**src/rtl/irq_enc_pkg.sv**
```systemverilog
package irq_enc_pkg;
   // Width of the encoded request bus; code 0 is reserved for "idle".
   localparam int unsigned CODE_W  = 5;
   localparam int unsigned MAX_SRC = (1 << CODE_W) - 1;

   typedef logic [CODE_W-1:0] code_t;

   // Encoder structure selection.
   typedef enum logic {
      ENC_FLAT    = 1'b0,
      ENC_GROUPED = 1'b1
   } enc_style_e;
endpackage

```
**src/rtl/irq_pend_bank.sv**
```systemverilog
module irq_pend_bank #(
   parameter int unsigned NUM_SRC = 31
) (
   input  logic               clk_io,
   input  logic               rst_n,
   input  logic [NUM_SRC-1:0] set_i,
   input  logic [NUM_SRC-1:0] clr_i,
   output logic [NUM_SRC-1:0] pend_o
);
   // One sticky flag per source; a set in the same cycle as a clear wins.
   for (genvar k = 0; k < NUM_SRC; k++) begin : g_flag
      logic flag_q;
      always_ff @(posedge clk_io or negedge rst_n) begin
         if (!rst_n) begin
            flag_q <= 1'b0;
         end else if (set_i[k]) begin
            flag_q <= 1'b1;
         end else if (clr_i[k]) begin
            flag_q <= 1'b0;
         end
      end
      assign pend_o[k] = flag_q;
   end
endmodule

```
**src/rtl/irq_prio_enc.sv**
```systemverilog
module irq_prio_enc
   import irq_enc_pkg::*;
#(
   parameter int unsigned NUM_SRC   = 31,
   parameter enc_style_e  ENC_STYLE = ENC_FLAT,
   parameter int unsigned GRP_W     = 8
) (
   input  logic [NUM_SRC-1:0] act_i,
   output code_t              code_o
);
   localparam int unsigned N_GRP = (NUM_SRC + GRP_W - 1) / GRP_W;
   localparam int unsigned PAD_W = N_GRP * GRP_W;
   localparam int unsigned IDX_W = (GRP_W > 1) ? $clog2(GRP_W) : 1;

   if (GRP_W < 2 || GRP_W > 16) begin : g_bad_grp
      $error("irq_prio_enc: GRP_W must lie in 2..16");
   end

   if (ENC_STYLE == ENC_FLAT) begin : g_flat
      // Scan from lowest priority upward so the lowest index is written last.
      always_comb begin
         code_o = '0;
         for (int i = NUM_SRC - 1; i >= 0; i--) begin
            if (act_i[i]) begin
               code_o = CODE_W'(i + 1);
            end
         end
      end
   end else begin : g_grouped
      logic [PAD_W-1:0]            act_pad;
      logic [N_GRP-1:0]            grp_hit;
      logic [N_GRP-1:0][IDX_W-1:0] grp_idx;

      always_comb begin
         act_pad = '0;
         act_pad[NUM_SRC-1:0] = act_i;
      end

      // First level: lowest active line inside each group.
      for (genvar g = 0; g < N_GRP; g++) begin : g_grp
         logic [GRP_W-1:0] slice;
         logic [IDX_W-1:0] idx;
         assign slice = act_pad[g*GRP_W +: GRP_W];
         always_comb begin
            idx = '0;
            for (int j = GRP_W - 1; j >= 0; j--) begin
               if (slice[j]) begin
                  idx = IDX_W'(j);
               end
            end
         end
         assign grp_hit[g] = |slice;
         assign grp_idx[g] = idx;
      end

      // Second level: lowest group with any active line.
      always_comb begin
         code_o = '0;
         for (int g = N_GRP - 1; g >= 0; g--) begin
            if (grp_hit[g]) begin
               code_o = CODE_W'(g * GRP_W) + CODE_W'(grp_idx[g]) + CODE_W'(1);
            end
         end
      end
   end
endmodule

```
**src/rtl/irq_ack_track.sv**
```systemverilog
module irq_ack_track
   import irq_enc_pkg::*;
#(
   parameter int unsigned NUM_SRC = 31
) (
   input  logic               clk_io,
   input  logic               rst_n,
   input  logic               ack_i,
   input  code_t              code_i,
   output code_t              ack_code_o,
   output logic [NUM_SRC-1:0] clr_o
);
   code_t cap_q;
   logic  clr_vld_q;

   always_ff @(posedge clk_io or negedge rst_n) begin
      if (!rst_n) begin
         cap_q     <= '0;
         clr_vld_q <= 1'b0;
      end else begin
         clr_vld_q <= ack_i && (code_i != '0);
         if (ack_i) begin
            cap_q <= code_i;
         end
      end
   end

   assign ack_code_o = cap_q;

   // Decode the captured code back to a one-hot clear strobe.
   for (genvar k = 0; k < NUM_SRC; k++) begin : g_clr
      assign clr_o[k] = clr_vld_q && (cap_q == CODE_W'(k + 1));
   end
endmodule

```
**src/rtl/irq_prio_ctrl.sv**
```systemverilog
module irq_prio_ctrl
   import irq_enc_pkg::*;
#(
   parameter int unsigned NUM_SRC   = 31,
   parameter bit          IRQ_ON    = 1'b1,
   parameter enc_style_e  ENC_STYLE = ENC_FLAT,
   parameter int unsigned GRP_W     = 8
) (
   input  logic               clk_io,
   input  logic               rst_n,
   input  logic [NUM_SRC-1:0] req_set,
   input  logic [NUM_SRC-1:0] src_en,
   input  logic               irq_ack,
   output logic [4:0]         irq_code,
   output logic [4:0]         ack_code,
   output logic [NUM_SRC-1:0] clr_pulse
);
   if (NUM_SRC < 1 || NUM_SRC > MAX_SRC) begin : g_bad_cnt
      $error("irq_prio_ctrl: NUM_SRC must lie in 1..%0d", MAX_SRC);
   end
   if (CODE_W != 5) begin : g_bad_code
      $error("irq_prio_ctrl: port width assumes a 5-bit code");
   end

   if (IRQ_ON) begin : g_active
      logic [NUM_SRC-1:0] pend;
      logic [NUM_SRC-1:0] clr;
      logic [NUM_SRC-1:0] act;
      code_t              code;
      code_t              cap;

      irq_pend_bank #(.NUM_SRC(NUM_SRC)) u_bank (
         .clk_io (clk_io),
         .rst_n  (rst_n),
         .set_i  (req_set),
         .clr_i  (clr),
         .pend_o (pend)
      );

      assign act = pend & src_en;

      irq_prio_enc #(
         .NUM_SRC   (NUM_SRC),
         .ENC_STYLE (ENC_STYLE),
         .GRP_W     (GRP_W)
      ) u_enc (
         .act_i  (act),
         .code_o (code)
      );

      irq_ack_track #(.NUM_SRC(NUM_SRC)) u_ack (
         .clk_io     (clk_io),
         .rst_n      (rst_n),
         .ack_i      (irq_ack),
         .code_i     (code),
         .ack_code_o (cap),
         .clr_o      (clr)
      );

      assign irq_code  = code;
      assign ack_code  = cap;
      assign clr_pulse = clr;
   end else begin : g_idle
      // Interrupts unused: hold the request bus quiet.
      assign irq_code  = '0;
      assign ack_code  = '0;
      assign clr_pulse = '0;
   end
endmodule

```
**config.mk**
```make
export PLATFORM = sky130hd
export DESIGN_NAME = irq_prio_ctrl
export DESIGN_NICKNAME = d
export VERILOG_FILES = /design/src/rtl/irq_enc_pkg.sv /design/src/rtl/irq_pend_bank.sv /design/src/rtl/irq_prio_enc.sv /design/src/rtl/irq_ack_track.sv /design/src/rtl/irq_prio_ctrl.sv
export SDC_FILE = /design/constraint.sdc
export NUM_CORES = 1
export LEC_CHECK = 0
export ABC_AREA = 1
export ABC_CLOCK_PERIOD_IN_PS = 9950
export CAP_MARGIN = 20
export CORE_UTILIZATION = 43
export DETAILED_ROUTE_END_ITERATION = 6
export PLACE_DENSITY = 0.85
export SLEW_MARGIN = 20
export SYNTH_ARGS = -nofsm -noshare
export SYNTH_HDL_FRONTEND = slang
export SYNTH_SLANG_ARGS = --single-unit
```
**constraint.sdc**
```tcl
create_clock -name clk_io -period 9.95 [get_ports clk_io]
set_clock_uncertainty 0.1 [all_clocks]
set_input_delay 2.985 -clock clk_io [delete_from_list [all_inputs] [get_ports clk_io]]
set_output_delay 2.985 -clock clk_io [all_outputs]
set_load 0.005 [all_outputs]
```
==> flow_summary.ini <==
[status]
status = complete, no violations

[pwr]
ir_drop_v = 0.00007957
leakage_nw = 1.727
p_per_area_nw_per_um2 = 102.1

[layout]
drive_gt1_share_pct = 8.437
syn_to_final_growth_pct = 56.80
fin_nets = 468
multiInputGateArea_um2 = 1005
antennaDiodeCount = 0
seq_area_um2 = 925.9
fillCellCount = 394

[worst_setup_path]
crit_arrival_ns = 5.59
worst-endpoint-required_ns = 6.87
r2r_setup_slack_ns = 7.59
setup.worst_path.class = primary input to output port
r2r_cells = 34
start_kind = primary input
cp_slowest_stage_delay_ns = 0.51
worstSetupEndpointType = output port
crit_family = simple AND/OR/NAND/NOR gates
r2r_start = g_active.u_bank.g_flag[30].flag_q
r2r_end = g_active.u_ack.clr_vld_q
crit_top_cell = nand2_1
worst-path-max-fanout = 2
path_buf_inv = 3
critPathSlowestCell = clkdlybuf4s50_1

[floorplanning]
rows = 25
die_area_um2 = 5202
die_x_um = 72.13
chipHeight_um = 72.13
io_pins = 106
core-area_um2 = 4723
initial_utilization_pct = 44.77

[detailed_routing]
drt.antenna.violating_nets = 0
drc = 0
drt-wirelength-per-cell_um = 12.46
viasPerCell = 4.689
num_vias = 2204
drt_iter0_markers = 98
wl_um = 5858
firstDrtPassIters = 4

[global_routing]
grt_use_total_pct = 24.11
antenna_found_initial = 0
grt_max_degree = 38
grt_pass1_wl_um = 9653
grt_pass1_vias = 2230
overflow = 0

[place]
port_buffers = 105
place.gp.congestion = 0.8497
dp_hpwl_um = 4812

[logic_synthesis]
synth_area_um2 = 2115
ys_ff_latch = 37
synth.distinct_cells = 15
synth_cells = 294
yosysWarnings = 0
syn_area_per_cell_um2 = 7.192
syn_nets = 359
seq_area_frac_synth_pct = 43.79

[timing]
worst_pin_slew_ns = 0.8438
min_period_ns = 8.679
max_freq_ghz = 0.1152
finalHoldViolations = 0
tns_ns = 0
timing.hold.ws_ns = 0.4309
maxSlewViolCount = 0
rsz0062_at_grt = no
slew_headroom_pct = 43.75
setup_viol = 0
timing.final.crit_share_pct = 87.23

[worst_hold_path]
min_to = g_active.u_bank.g_flag[10].flag_q
worstHoldStart = g_active.u_bank.g_flag[10].flag_q
holdPathStages = 2
hold_path.class = flip-flop to flip-flop

[cts]
htree_num_levels = 2
path_clk_slew_ns = 0.07
clockBufferDepth = 2
cts_sinks = 37
cts_inserted_buffers = 5
hold_buffers = 0
cts_root_buffer = clkbuf_8
cts_tree = built
ctsResizeCount = 0
clk_latency_ns = 0.29
post_cts_buffers = 0

[job]
drv_cap = 0
stage by stage:
step                instance area [um^2]  util, %  worst slack (ns)  power, mW  instances
CTS                                 3316    70.20             1.259     0.3407        470
global route                        3316    70.20            0.9800     0.3549        470
detailed placement                  3229    68.37             1.358     0.2348        463
finish                              3316    70.20             1.271     0.3386        470
floorplan                           2115        -             2.509     0.1906        294
global placement                    3229    68.37             1.399     0.2336        463
state kept, by name (all words and copies together), names as in the netlist:
| register | flops |
|---|---|
| g_active.u_ack.ack_code_o | 5 |
| g_active.u_ack.clr_vld_q | 1 |
| g_active.u_bank.g_flag.flag_q | 31 |
layout make-up:
cell class                      instances  area share, %
Clock buffer                            7          2.604
Inverter                               45          5.094
Multi-Input combinational cell        209          30.30
Sequential cell                        37          27.92
Tap cell                               67          2.528
Timing Repair Buffer                  105          31.55
layer usage:
| metal | GRT usage, % | wire length, um |
|---|---|---|
| met2 | 42.89 | 2905 |
| met4 | 5.011 | 76 |
| met5 | 0 | 0 |
| met3 | 6.528 | 472 |
| met1 | 29.22 | 2403 |
cells by family (layout without fill, tap and decap cells):
group / Yosys count / in the layout / share of synthesized area [%]
and+or+nand+nor: 167 / 167 / 33.43
AOI/OAI and AO/OA: 42 / 42 / 14.08
DFF: 37 / 37 / 43.79
buffers and inverters: 48 / 157 / 8.698
layout by cell type, fill, tap and decap left out:
cell             instances
clkdlybuf4s50_1        104
nand2_1                 87
nor2_1                  55
inv_1                   41
dfrtp_1                 37
o21bai_1                32
nand2_2                 19
clkbuf_8                 6
o21ai_1                  5
nand2_4                  4
inv_2                    4
a31oi_1                  3
nor3_1                   2
a21oi_1                  1
o41ai_1                  1
clkbuf_1                 1
buf_2                    1
cells in the mapped netlist:
| cell type | count | area (um^2) |
|---|---|---|
| inv_1 | 41 | 153.9 |
| nand2_4 | 4 | 45.04 |
| nor2_1 | 55 | 206.5 |
| buf_4 | 1 | 7.510 |
| a31oi_1 | 3 | 18.77 |
| o41ai_1 | 1 | 8.760 |
| nor3_1 | 2 | 10.01 |
| dfrtp_1 | 37 | 925.9 |
| o21ai_1 | 5 | 25.02 |
| o21bai_1 | 32 | 240.2 |
| a21oi_1 | 1 | 5.000 |
| nand2_1 | 87 | 326.6 |
| inv_2 | 4 | 15.01 |
| nand2_2 | 19 | 118.9 |
| clkbuf_1 | 2 | 7.510 |
how the worst max path moves through the flow:
| stage | depth (start not counted) | from | to |
|---|---|---|---|
| 3_3_place_gp | 34 | src_en[30] | irq_code[0] |
| 4_1_cts | 34 | src_en[30] | irq_code[0] |
| 5_1_grt | 34 | src_en[30] | irq_code[0] |
| 2_1_floorplan | 32 | src_en[30] | irq_code[0] |
| 3_5_place_dp | 34 | src_en[30] | irq_code[0] |
| 6_report | 34 | src_en[30] | irq_code[0] |
tightest hold or removal path, stage by stage, from the launching register on:
cell      delay (ns)
dfrtp_1         0.38
inv_1           0.05
o21bai_1        0.06
power by group:
part           internal [mW]  leakage (nW)  switching, mW
Combinational         0.0412          1.33         0.0333
Clock                 0.0550        0.0443         0.0508
Sequential             0.154         0.350        0.00418
Total                  0.250          1.73         0.0883
Power figures use the tool's default switching activity.
